[config.mk]
export PLATFORM = sky130hd
export DESIGN_NAME = tlb_fa
export DESIGN_NICKNAME = d
export VERILOG_FILES = /design/src/rtl/tlb_pkg.sv /design/src/rtl/tlb_match.sv /design/src/rtl/tlb_lru.sv /design/src/rtl/tlb_fa.sv
export SDC_FILE = /design/constraint.sdc
export NUM_CORES = 1
export LEC_CHECK = 0
export BUFFER_PORTS_ARGS = -buffer_cell sky130_fd_sc_hd__buf_4
export CORE_MARGIN = 2
export CORE_UTILIZATION = 40
export CTS_CLUSTER_SIZE = 8
export DETAILED_ROUTE_END_ITERATION = 10
export GPL_TIMING_DRIVEN = 1
export MAX_ROUTING_LAYER = met4
export PLACE_DENSITY = 0.61
export SLEW_MARGIN = 20
export SYNTH_ARGS = -nofsm -noshare
export SYNTH_HDL_FRONTEND = slang
export SYNTH_SLANG_ARGS = --single-unit
[constraint.sdc]
create_clock -name clk -period 6.1 [get_ports clk]
set_clock_uncertainty 0.2 [all_clocks]
set_input_delay 0.305 -clock clk [delete_from_list [all_inputs] [get_ports clk]]
set_output_delay 0.305 -clock clk [all_outputs]
set_load 0.01 [all_outputs]
[src/rtl/tlb_pkg.sv]
package tlb_pkg;

    // Controller mode: serving lookups, or waiting for a page-table answer
    typedef enum logic {
        MODE_LOOKUP = 1'b0,
        MODE_REFILL = 1'b1
    } tlb_mode_e;

endpackage

[src/rtl/tlb_match.sv]
// Parallel tag compare across all entries, with an index encoder
module tlb_match #(
    parameter int N     = 4,
    parameter int VPN_W = 20,
    parameter int IDX_W = 2
) (
    input  logic [N-1:0]            valid_i,
    input  logic [N-1:0][VPN_W-1:0] tag_i,
    input  logic [VPN_W-1:0]        vpn_i,
    output logic [N-1:0]            hit_vec_o,
    output logic                    hit_any_o,
    output logic [IDX_W-1:0]        hit_idx_o
);

    for (genvar g = 0; g < N; g++) begin : g_cmp
        assign hit_vec_o[g] = valid_i[g] && (tag_i[g] == vpn_i);
    end

    assign hit_any_o = |hit_vec_o;

    always_comb begin
        hit_idx_o = '0;
        for (int i = N - 1; i >= 0; i--) begin
            if (hit_vec_o[i]) begin
                hit_idx_o = IDX_W'(i);
            end
        end
    end

endmodule

[src/rtl/tlb_lru.sv]
// Age-counter LRU: age 0 is most recent, N-1 is the oldest.
// The ages always form a permutation of 0..N-1.
module tlb_lru #(
    parameter int N     = 4,
    parameter int IDX_W = 2
) (
    input  logic [N-1:0][IDX_W-1:0] age_i,
    input  logic                    touch_i,
    input  logic [IDX_W-1:0]        touch_idx_i,
    input  logic [N-1:0]            valid_i,
    output logic [N-1:0][IDX_W-1:0] age_o,
    output logic [IDX_W-1:0]        victim_o
);

    logic [IDX_W-1:0] ref_age;
    logic [IDX_W-1:0] free_idx;
    logic             free_found;
    logic [IDX_W-1:0] old_idx;

    always_comb begin
        ref_age = age_i[touch_idx_i];
        for (int i = 0; i < N; i++) begin
            age_o[i] = age_i[i];
            if (touch_i) begin
                if (IDX_W'(i) == touch_idx_i) begin
                    age_o[i] = '0;
                end else if (age_i[i] < ref_age) begin
                    age_o[i] = age_i[i] + 1'b1;
                end
            end
        end
    end

    always_comb begin
        free_idx   = '0;
        free_found = 1'b0;
        for (int i = 0; i < N; i++) begin
            if (!valid_i[i] && !free_found) begin
                free_idx   = IDX_W'(i);
                free_found = 1'b1;
            end
        end
        old_idx = '0;
        for (int i = 0; i < N; i++) begin
            if (age_i[i] == IDX_W'(N - 1)) begin
                old_idx = IDX_W'(i);
            end
        end
        victim_o = free_found ? free_idx : old_idx;
    end

endmodule

[src/rtl/tlb_fa.sv]
module tlb_fa #(
    parameter int VPN_W = 20,
    parameter int OFF_W = 12,
    parameter int PFN_W = 16,
    parameter int N     = 4
) (
    input  logic                   clk,
    input  logic                   rst_n,
    input  logic                   flush_i,
    input  logic                   req_valid_i,
    input  logic [VPN_W+OFF_W-1:0] req_vaddr_i,
    output logic                   req_ready_o,
    output logic                   rsp_hit_o,
    output logic [PFN_W+OFF_W-1:0] rsp_paddr_o,
    output logic                   miss_req_o,
    output logic [VPN_W-1:0]       miss_vpn_o,
    input  logic                   refill_valid_i,
    input  logic [PFN_W-1:0]       refill_pfn_i
);
    import tlb_pkg::*;

    localparam int IDX_W = (N > 1) ? $clog2(N) : 1;
    localparam int VA_W  = VPN_W + OFF_W;

    typedef struct packed {
        logic [N-1:0]            valid;
        logic [N-1:0][VPN_W-1:0] tag;
        logic [N-1:0][PFN_W-1:0] pfn;
        logic [N-1:0][IDX_W-1:0] age;
        tlb_mode_e               mode;
        logic [VPN_W-1:0]        miss_vpn;
    } state_t;

    function automatic state_t reset_state();
        state_t s;
        s = '0;
        for (int i = 0; i < N; i++) begin
            s.age[i] = IDX_W'(i);
        end
        s.mode = MODE_LOOKUP;
        return s;
    endfunction

    state_t s_d, s_q;

    logic [VPN_W-1:0]        req_vpn;
    logic [OFF_W-1:0]        req_off;
    logic [N-1:0]            hit_vec;
    logic                    hit_any;
    logic [IDX_W-1:0]        hit_idx;
    logic [N-1:0]            valid_kept;
    logic                    lookup_fire;
    logic                    hit_fire;
    logic                    install;
    logic                    lru_touch;
    logic [IDX_W-1:0]        lru_idx;
    logic [N-1:0][IDX_W-1:0] age_next;
    logic [IDX_W-1:0]        victim;

    assign req_vpn = req_vaddr_i[VA_W-1:OFF_W];
    assign req_off = req_vaddr_i[OFF_W-1:0];

    tlb_match #(.N(N), .VPN_W(VPN_W), .IDX_W(IDX_W)) match_i (
        .valid_i   (s_q.valid),
        .tag_i     (s_q.tag),
        .vpn_i     (req_vpn),
        .hit_vec_o (hit_vec),
        .hit_any_o (hit_any),
        .hit_idx_o (hit_idx)
    );

    tlb_lru #(.N(N), .IDX_W(IDX_W)) lru_i (
        .age_i       (s_q.age),
        .touch_i     (lru_touch),
        .touch_idx_i (lru_idx),
        .valid_i     (valid_kept),
        .age_o       (age_next),
        .victim_o    (victim)
    );

    always_comb begin
        req_ready_o = (s_q.mode == MODE_LOOKUP) && !flush_i;
        lookup_fire = req_valid_i && req_ready_o;
        hit_fire    = lookup_fire && hit_any;
        install     = (s_q.mode == MODE_REFILL) && refill_valid_i;
        valid_kept  = flush_i ? '0 : s_q.valid;
        lru_touch   = hit_fire || install;
        lru_idx     = install ? victim : hit_idx;

        s_d       = s_q;
        s_d.valid = valid_kept;
        s_d.age   = age_next;
        if (install) begin
            s_d.valid[victim] = 1'b1;
            s_d.tag[victim]   = s_q.miss_vpn;
            s_d.pfn[victim]   = refill_pfn_i;
            s_d.mode          = MODE_LOOKUP;
        end else if (lookup_fire && !hit_any) begin
            s_d.mode     = MODE_REFILL;
            s_d.miss_vpn = req_vpn;
        end

        rsp_hit_o   = hit_fire;
        rsp_paddr_o = hit_fire ? {s_q.pfn[hit_idx], req_off} : '0;
        miss_req_o  = (s_q.mode == MODE_REFILL);
        miss_vpn_o  = s_q.miss_vpn;
    end

    always_ff @(posedge clk) begin
        if (!rst_n) begin
            s_q <= reset_state();
        end else begin
            s_q <= s_d;
        end
    end

endmodule

## Yosys cells after proc, flatten, opt, wreduce, memory -nomap -nowiden

Index checks and enable logic that the tools add are counted.

- Register bits after elaboration: 177
- Word-level logic and storage cells: 113
- Input bits: 53
- Output and inout bits: 51

- Equality and inequality tests: 10
- Multiplexer cells: 39
- Reduce and logical (&&, ||, !) cells: 33
- Bitwise operators: 4
- $add $sub $neg: 4
- $lt $le $gt $ge: 8

Operators by type and width:

| operator | count |
|---|---|
| $mux 148 | 1 |
| $bwmux 80 | 1 |
| $eq 20x20->1 | 4 |
| $bwmux 64 | 1 |
| $demux 20 s2 | 1 |
| $mux 2 | 19 |
| $bmux 16 s2 | 1 |
| $demux 16 s2 | 1 |
| $mux 16 | 2 |
| $mux 28 | 1 |
| $mux 20 | 1 |
| $logic_and 1x1->1 | 13 |
| $reduce_and 2->1 | 5 |
| $lt 2x3->1 const B | 3 |
| $add 2x1->2 const B | 4 |
| $lt 2x2->1 | 4 |
| $reduce_bool 2->1 | 4 |
| $logic_not 1->1 | 7 |
| $mux 1 | 7 |
| $eq 2x2->1 const B | 3 |
| $bmux 2 s2 | 1 |
| $eq 2x2->1 const A | 2 |
| $mux 4 | 1 |
| $or 4x4->4 | 1 |
| 8 further kinds | 10 |

## Depth between registers and ports, before layout

Gate-level depths: netlist of run 1.

- Depth after elaboration: 17
- Mapped depth: 12

## Modules after synthesis

Synthesis of run 1 repeated with hierarchy kept, for this count alone.

- Cells, all modules: 883
- Area, all modules: 8698.3 sq um

By module, submodules not included:

| module | area an instance (sq um) | times used | cells each |
|---|---|---|---|
| tlb_fa | 7199.4 | 1 | 687 |
| tlb_match | 928.4 | 1 | 118 |
| tlb_lru | 570.5 | 1 | 78 |

## Least setup slack after synthesis of run 1

OpenSTA, ideal clock, no wires.

- Path type: input-to-output
- Start: input req_vaddr_i[25]
- End: output rsp_paddr_o[17]
- Buffers on the path: 2
- Path slack: 2.753 ns
- Cell stages on the path: 9
- Data arrival time: 2.842 ns
- Data required time: 5.595 ns
- Cell sequence: clkbuf_1 xor2_1 nor4_1 nand4_1 or2_2 a21oi_2 buf_2 mux4_2 and2_1

- Cells in the longest elaborated chain, start to end: 9
- Elaborated cells on any way between the ends: 17
- Classes of those cells: eq/ne (4); mux (7); reduce/logical (6)

RTL lines:

| element | RTL line | source |
|---|---|---|
| start: declaration | tlb_fa.sv:11 | `input logic [VPN_W+OFF_W-1:0] req_vaddr_i,` |
| $eq 20x20->1 | tlb_match.sv:16 | `assign hit_vec_o[g] = valid_i[g] && (tag_i[g] == vpn_i);` |
| $logic_and 1x1->1 | tlb_match.sv:16 |  |
| $mux 2 (4 in series) | tlb_match.sv:24 | `if (hit_vec_o[i]) begin` |
| $bmux 16 s2 | tlb_fa.sv:104 | `rsp_paddr_o = hit_fire ? {s_q.pfn[hit_idx], req_off} : '0;` |
| $mux 16 (implied by the code) | tlb_fa.sv:104 |  |
| $mux 28 (*) | tlb_fa.sv:104 |  |
| end: declaration | tlb_fa.sv:14 | `output logic [PFN_W+OFF_W-1:0] rsp_paddr_o,` |

Every way passes the cells marked *; elsewhere a longest branch is shown, timed or not. The select of a mux whose other input is x is not followed.

## Final worst setup path of run 1

- Start: input req_vaddr_i[14]
- End: output rsp_paddr_o[27]

Same word-level chain as after synthesis.

==> results of run 1 <==
## report_power, final
part / internal, uW / leakage, uW / switching [uW]
Sequential: 1170 / 0.00143 / 15.7
Combinational: 89.7 / 0.00204 / 118
Clock: 575 / 0.000305 / 588
## critical path: cells and delay by family
| family | cells | cell delay [ns] |
|---|---|---|
| AND/OR/NAND/NOR | 4 | 1.27 |
| buffers and inverters | 4 | 1.21 |
| multiplexers | 1 | 0.55 |
| XOR/XNOR | 1 | 0.16 |
| AO/OA/AOI/OAI | 1 | 0.14 |
## path summary, 6_finish.rpt
check | from | end | slack (ns) | depth (start not counted)
worst max-delay path | req_vaddr_i[14] | rsp_paddr_o[27] | 1.94 | 11
worst min-delay path | refill_valid_i | s_q[173]$_SDFF_PN0_ | 0.20 | 3
worst max register to register | flop | s_q[27]$_SDFFE_PN1P_ | 2.51 | 9
worst min register to register | flop | flop | 0.26 | 2
## cell type report
class | count | area share [%]
Inverter | 8 | 0.309
Sequential cell | 177 | 33.7
Multi-Input combinational cell | 791 | 44.6
Clock buffer | 17 | 4.04
Tap cell | 280 | 3.33
Clock inverter | 15 | 2.03
Timing Repair Buffer | 154 | 12.0
## through the flow
stage	hold slack (ns)	setup slack [ns]	utilization (%)
2_1_floorplan	0.233	2.75	-
3_3_place_gp	0.239	2.44	43.7
3_5_place_dp	0.246	2.40	43.7
4_1_cts	0.187	1.99	48.4
5_1_grt	0.210	1.83	48.5
6_report	0.195	1.94	48.5
## placed cells by master, fill, tap and decap left out, types with 6 or more instances in the layout
| master | count |
|---|---|
| nand2_1 | 313 |
| dfxtp_1 | 177 |
| a21oi_1 | 154 |
| buf_4 | 115 |
| xnor2_1 | 56 |
| dlygate4sd3_1 | 38 |
| and2_1 | 32 |
| nor2_1 | 29 |
| mux2i_1 | 24 |
| nand4_1 | 23 |
| xor2_1 | 22 |
| clkbuf_16 | 17 |
| mux4_2 | 16 |
| nor4_1 | 12 |
| nand3_1 | 9 |
| nor3_1 | 7 |
| inv_1 | 7 |
| nand2b_1 | 6 |
| clkinv_8 | 6 |
## cells by family after synthesis
family                     Yosys count  synth area share, %
buffers and inverters              111                 6.82
DFF                                177                 40.3
muxes                               42                 7.12
AOI/OAI and AO/OA                  200                 13.2
xor gates and xnor gates            81                 8.32
and+or+nand+nor                    465                 23.9
adders and majority gates            3                0.426
## metal layers
| layer | global-route usage, % | part of all wire (%) | vias to the layer above | wire length (um) |
|---|---|---|---|---|
| met5 | - | 0 | - | 0 |
| met4 | 8.63 | 3.1 | 0 | 811 |
| met3 | 4.35 | 5.4 | 50 | 1400 |
| met2 | 36.6 | 48 | 265 | 12400 |
| met1 | 28.3 | 44 | 3620 | 11400 |
| li1 | - | - | 3748 | - |
==> flow_summary.ini, run 1 <==
[worst_hold_path]
hp-class = in2reg

[grt]
grt_first_pass_wirelength_um = 40700
first_global_vias = 7235
antenna_found_initial = 0
grtUsageTotal_pct = 22.7
grt_max_degree = 106
grt_overflow = 0

[clock_tree]
clkLatencyLatePin_ns = 0.44
cts_buffers = 17
cts_tree = yes
hold_buffers = 38
clock_path_buffers = 2
cts_max_level = 4
cts_sinks = 177
clkSlewWorstSetupHoldPaths_ns = 0.08
post_cts_buffers = 0
cts_resized = 0
root_buffer = clkbuf_16

[worst_setup_path]
cp-start-kind = primary input
arrival_ns = 3.66
path_common_cell = buf_4
slowest_stage = dlygate4sd3_1
cp.required_ns = 5.59
cp_max_fo = 16
cp-end-kind = output pin
critPathMaxStageDelay_ns = 0.55
criticalPathCategory = in2out
crit_chain = dlygate4sd3_1 > buf_4 > xor2_1 > nor4_1 > nand4_1 > or2_2 > a21oi_2 > buf_4 > mux4_2 > and2_1 > buf_4

[floorplanning]
die_w_um = 152
coreArea_mm2 = 0.0217
rows = 54
die_area_mm2 = 0.0232
pin_count = 104
start_util_pct = 40.6
die_h_um = 152

[yosys]
synthTopCellsByCount = 313 x nand2_1, 177 x dfxtp_1, 154 x a21oi_1, 63 x clkbuf_1, 56 x xnor2_1
synth_most_common_cell = nand2_1
synthFlopType = dfxtp_1
ys_async_sr_fraction_pct = 0
ys_ff_latch = 177
synth_area_leaders = dfxtp_1 40%, nand2_1 13%, a21oi_1 8.8%
synth-edff-count = 0
synth_area_leader_cell = dfxtp_1
syn_avg_cell_area_um2 = 8.16
synthDominantCellAreaShare_pct = 40.3
yosysUniqueCellTypes = 75
syn_nets = 1135
synth_area_mm2 = 0.00880
ys_seq_area_share_pct = 40.3
syn_inst = 1079
yosys_warnings = 0

[routing]
routed_via_density = 5.33
drtPass1Iterations = 5
drt_iter0_markers = 673
routedWlPerCell_um = 18.0
totalWireLength_um = 26000
post-route-drc-count = 0
ant_nets = 0
via_count = 7683

[placed_design]
gp_congestion = 1.05
placed_area_mm2 = 0.00948
dp_hpwl_um = 17000
placed_cells_incl_taps = 1371
numPortBuffers = 103

[cells_and_area]
fin_cells = 1442
drive_gt1_share_pct = 16.7
fin_area_mm2 = 0.0105
multi_input_area_mm2 = 0.00469
fillers = 2061
n_antenna_cell = 0
syn2layout_area_growth_pct = 19.5
nets = 1205
seq_area_mm2 = 0.00354

[timing]
rsz0062_at_grt = no
final_hold_viol_count = 0
min_period_ns = 4.16
fin_crit_sh_pct = 68.2
tns_ns = 0
max_slew.worst_pin.slew_ns = 1.08
maxSlewViolCount = 0
setup_violations = 0
maxSlewHeadroom_pct = 28.1
max_freq_ghz = 0.240

[power_and_ir_drop]
fin_total_pwr_uw = 2550
vdd_ir_drop_max_uv = 193
power_density_mw_per_mm2 = 243
power.leakage_uw = 0.00377

[run_status]
outcome = finished clean

[job]
drv_cap = 0
No activity file was read; power rests on OpenSTA's default activity.
==> inputs of run 2 (changes only) <==
--- a/config.mk
+++ b/config.mk
@@ -5,6 +5,7 @@
 export SDC_FILE = /design/constraint.sdc
 export NUM_CORES = 1
 export LEC_CHECK = 0
+export ABC_AREA = 1
 export BUFFER_PORTS_ARGS = -buffer_cell sky130_fd_sc_hd__buf_4
 export CORE_MARGIN = 2
 export CORE_UTILIZATION = 40
==> constraint.sdc (replaced) <==
create_clock -name clk -period 3.9 [get_ports clk]
set_clock_uncertainty 0.2 [all_clocks]
set_input_delay 0.195 -clock clk [delete_from_list [all_inputs] [get_ports clk]]
set_output_delay 0.195 -clock clk [all_outputs]
set_load 0.01 [all_outputs]
==> flow_summary.ini, run 2 <==
[run_status]
outcome = finished clean

[timing]
maxSlewViolCount = 0
min_period_ns = 3.43
tns_ns = 0
setup_violations = 0
final_hold_viol_count = 0
maxSlewHeadroom_pct = 38.0
max_freq_ghz = 0.292
max_slew.worst_pin.slew_ns = 0.928
fin_crit_sh_pct = 87.9
hold_ws_ns = 0.177
rsz0062_at_grt = no

[clock_tree]
cts_buffers = 17
clock_path_buffers = 2
cts_resized = 0
cts_tree = yes
clkLatencyLatePin_ns = 0.44
clkSlewWorstSetupHoldPaths_ns = 0.07
cts_max_level = 4
root_buffer = clkbuf_16
cts_sinks = 177

[cells_and_area]
drive_gt1_share_pct = 12.8
n_antenna_cell = 0
multi_input_area_mm2 = 0.00473
seq_area_mm2 = 0.00354
layout_commonest_cell = nand2_1
fin_util_pct = 48.8
fillers = 2358
fin_cells = 1851
nets = 1609
layout_common_cells = 351 x nand2_1, 234 x nor2_1, 181 x o21ai_0
syn2layout_area_growth_pct = 19.6

[power_and_ir_drop]
power.leakage_uw = 0.00505
fin_total_pwr_uw = 4040
power_density_mw_per_mm2 = 364
vdd_ir_drop_max_uv = 228

[yosys]
yosysUniqueCellTypes = 28
synth_most_common_cell = nand2_1
synthTopCellsByCount = 354 x nand2_1, 234 x nor2_1, 181 x o21ai_0, 177 x dfxtp_1, 144 x inv_1
syn_inst = 1467
syn_avg_cell_area_um2 = 6.33
ys_ff_latch = 177
synthDominantCellAreaShare_pct = 38.2
synthFlopType = dfxtp_1
yosys_warnings = 0
syn_nets = 1523
synth-edff-count = 0
ys_seq_area_share_pct = 38.2
synth_area_leaders = dfxtp_1 38%, nand2_1 14%, o21ai_0 9.8%
synth_area_mm2 = 0.00928
ys_async_sr_fraction_pct = 0
synth_area_leader_cell = dfxtp_1

[worst_setup_path]
cp-start-kind = primary input
arrival_ns = 3.03
cp-end-kind = output pin
cp.required_ns = 3.50
cp_max_fo = 48
criticalPathCategory = in2out

[grt]
first_global_vias = 8601
grt_max_degree = 102
grt_overflow = 0
grtUsageTotal_pct = 24.8
antenna_found_initial = 0
grt_first_pass_wirelength_um = 46100

[floorplanning]
die_h_um = 156
die_area_mm2 = 0.0244
die_w_um = 156
rows = 55
start_util_pct = 40.9
pin_count = 104
coreArea_mm2 = 0.0227

[routing]
via_count = 9369
totalWireLength_um = 28800
drtPass1Iterations = 5
drt_iter0_markers = 639
post-route-drc-count = 0
ant_nets = 0
routedWlPerCell_um = 15.5
routed_via_density = 5.06

[job]
drv_cap = 0

[worst_hold_path]
hp-class = in2reg

[placed_design]
dp_hpwl_um = 20500
numPortBuffers = 103
placed_cells_incl_taps = 1781
gp_congestion = 0.981
==> run 2: changes by cell type after synthesis, sizes merged, moves of 21 or more <==
| cell | previous run | this run |
|---|---|---|
| mux2i | 24 | 0 |
| nor2 | 31 | 238 |
| nand3 | 9 | 58 |
| xnor2 | 58 | 6 |
| o21ai | 5 | 183 |
| a21oi | 155 | 134 |
| inv | 8 | 166 |
| nand2 | 314 | 372 |
| and2 | 33 | 0 |
==> run 2: layout make-up <==
type	instances	share of cell area, %
multi-input cells	1040	42.6
flip-flops and latches	177	31.9
repair buffers	151	11.3
inverters	166	5.62
clock buffers	19	3.99
well taps	285	3.21
clock inverters	13	1.31
==> run 2: logic make-up after synthesis <==
family / synth area share (%)
XOR/XNOR: 0.850
AO/OA/AOI/OAI: 19.9
buffers and inverters: 11.0
flip-flops: 38.2
adder cells (fa/ha/maj): 0.405
AND/OR/NAND/NOR: 29.7
==> run 2: worst paths after layout <==
check / startpoint / endpoint / slack, ns / depth (start not counted)
hold / removal: rst_n / s_q[27]$_SDFFE_PN1P_ / 0.18 / 2
hold reg to reg: flop / flop / 0.25 / 2
setup reg to reg: flop / s_q[23]$_SDFFE_PN1P_ / 1.23 / 18
setup / recovery: req_vaddr_i[16] / rsp_paddr_o[16] / 0.47 / 13
==> run 2: stage by stage <==
stage	setup slack, ns	cell area (um2)
CTS	0.522	11100
detailed placement	1.09	10100
global route	0.330	11100
global placement	1.06	10100
finish	0.471	11100
floorplan	1.68	9280
==> run 2: per-layer routing <==
metal | up-vias | wire length (um) | part of all wire (%) | track usage (%)
li1 | 4823 | - | - | -
met1 | 4216 | 13200 | 46 | 32.0
met2 | 285 | 13200 | 46 | 39.5
met3 | 45 | 1710 | 6.0 | 4.96
met4 | 0 | 697 | 2.4 | 7.51
met5 | - | 0 | 0 | -
==> run 2: what timing repair did <==
action / in CTS / in global routing
endpoints found under the hold margin: 89 / 0
buffers inserted: 0 / 0
hold buffers: 38 / 0
endpoints found under the setup margin: 0 / 0
==> run 2: where the power goes <==
part           internal [uW]  switching (uW)  total [uW]
logic                    167             256         423
registers               1840            34.5        1880
clock network            924             814        1740
==> run 2: critical path: stages <==
cell           delay (ns)
dlygate4sd3_1        0.54
buf_4                0.16
xnor2_1              0.38
nand3_1              0.13
nor2_1               0.19
nand2_1              0.09
nor2_2               0.10
nand2_2              0.08
a21boi_4             0.14
buf_4                0.45
o211ai_1             0.18
a21oi_1              0.22
buf_4                0.15
==> inputs of run 3 (changes only) <==
--- a/config.mk
+++ b/config.mk
@@ -5,7 +5,6 @@
 export SDC_FILE = /design/constraint.sdc
 export NUM_CORES = 1
 export LEC_CHECK = 0
-export ABC_AREA = 1
 export BUFFER_PORTS_ARGS = -buffer_cell sky130_fd_sc_hd__buf_4
 export CORE_MARGIN = 2
 export CORE_UTILIZATION = 40
==> flow_summary.ini, run 3 (synthesis gave the netlist of run 1 again) <==
[timing]
min_period_ns = 3.68
rsz0062_at_grt = no
maxSlewViolCount = 0
fin_crit_sh_pct = 94.4
final_hold_viol_count = 0
hold_ws_ns = 0.0736
maxSlewHeadroom_pct = 37.6
tns_ns = 0
max_freq_ghz = 0.272
max_slew.worst_pin.slew_ns = 0.937
setup_violations = 0

[worst_setup_path]
arrival_ns = 3.29
cp.required_ns = 3.50
cp-end-kind = output pin
cp_max_fo = 16
criticalPathCategory = in2out
cp-start-kind = primary input

[floorplanning]
rows = 54
coreArea_mm2 = 0.0217
pin_count = 104
die_h_um = 152
die_area_mm2 = 0.0232
start_util_pct = 40.6
die_w_um = 152

[grt]
grt_overflow = 0
gr-max-usage-layer = met2
grt_use_met1_pct = 28.0
first_global_vias = 7162
grt_use_met2_pct = 38.2
grt_first_pass_wirelength_um = 40400
antenna_found_initial = 1
grtUsageTotal_pct = 22.7
grt_use_met3_pct = 3.61
grt_max_degree = 87

[power_and_ir_drop]
power_density_mw_per_mm2 = 374
power_frac_clock_pct = 45.1
fin_total_pwr_uw = 3960
seq_power_share_pct = 46.7
power.leakage_uw = 0.00381
p_comb_share_pct = 8.3
vdd_ir_drop_max_uv = 285
power.net_switching_uw = 1110
sw_frac_of_total_pct = 28.0
p_int_uw = 2850

[cells_and_area]
nets = 1214
layout_commonest_cell = nand2_1
fillers = 2095
drive_gt1_share_pct = 17.4
fin_cells = 1452
layout_common_cells = 313 x nand2_1, 177 x dfxtp_1, 154 x a21oi_1
syn2layout_area_growth_pct = 20.5
seq_area_mm2 = 0.00354
multi_input_area_mm2 = 0.00469

[clock_tree]
cts_sinks = 177
clkSlewWorstSetupHoldPaths_ns = 0.08
post_cts_buffers = 0
root_buffer = clkbuf_16
cts_tree = yes
clock_path_buffers = 2
cts_buffers = 17
cts_max_level = 4
clkLatencyLatePin_ns = 0.44

[routing]
drt_iter0_markers = 574
via_count = 7649
ant_nets = 0
routedWlPerCell_um = 18.0
drtPass1Iterations = 5
post-route-drc-count = 0
routed_via_density = 5.27
totalWireLength_um = 26100

[job]
drv_cap = 0

[worst_hold_path]
hp-class = in2reg

[run_status]
outcome = finished clean

[placed_design]
numPortBuffers = 103
gp_congestion = 0.928
placed_cells_incl_taps = 1381
dp_hpwl_um = 17300
-- run 3: changes by cell type in the layout (fill, tap and decap cells not counted), sizes merged, moves of 16 or more --
cell / delta
o21ai: -178
o21bai: -16
nor2: -207
and2: +33
xnor2: +52
mux4: +16
a21oi: +21
nand4: +17
nand2: -58
inv: -159
xor2: +20
nand3: -49
mux2i: +24
-- run 3: per-stage QoR --
step,cell area (um2),utilization [%],setup slack (ns)
after floorplan,8800,-,0.773
after global placement,9590,44.2,0.529
after detailed placement,9590,44.2,0.485
after CTS,10600,48.8,0.0797
after global routing,10600,48.9,0.0791
final,10600,48.9,0.220
-- run 3: power groups by stage --
stage	Combinational, uW	Clock [uW]	Sequential (uW)
2_1_floorplan	193	0	1880
3_3_place_gp	296	0	1890
3_5_place_dp	296	0	1890
4_1_cts	328	1800	1850
5_1_grt	350	1880	1850
6_report	328	1790	1850
-- run 3: worst paths after layout --
path | start | endpoint | slack, ns | depth (start not counted)
setup reg to reg | flop | s_q[27]$_SDFFE_PN1P_ | 0.44 | 10
hold reg to reg | flop | flop | 0.25 | 2
setup / recovery | req_vaddr_i[12] | rsp_paddr_o[27] | 0.22 | 11
hold / removal | refill_valid_i | s_q[173]$_SDFF_PN0_ | 0.07 | 3
-- run 3: critical path, cell delays in order --
cell,delay (ns)
dlygate4sd3_1,0.56
buf_4,0.17
xnor2_1,0.36
nand4_1,0.17
nor4_2,0.36
nand2_1,0.19
a21oi_2,0.21
buf_12,0.21
mux4_2,0.51
and2_1,0.19
buf_4,0.15
-- run 3: area by class of cell --
class	instances	share of cell area [%]
Sequential cell	177	33.4
Clock inverter	15	1.90
Antenna cell	1	0.0236
Clock buffer	17	4.01
Multi-Input combinational cell	791	44.2
Tap cell	280	3.30
Inverter	8	0.307
Timing Repair Buffer	163	12.8
-- run 3: layer usage --
| metal | part of all wire [%] | vias up |
|---|---|---|
| met5 | 0 | - |
| met4 | 2.1 | 0 |
| met3 | 5.6 | 32 |
| met2 | 50 | 233 |
| met1 | 43 | 3620 |
| li1 | - | 3764 |
-- run 3: what timing repair did --
| action | CTS | global route |
|---|---|---|
| gates resized for setup | 0 | 1 |
| hold buffers | 38 | 0 |
| endpoints found under the hold margin | 93 | 0 |
| setup endpoints to repair | 0 | 16 |
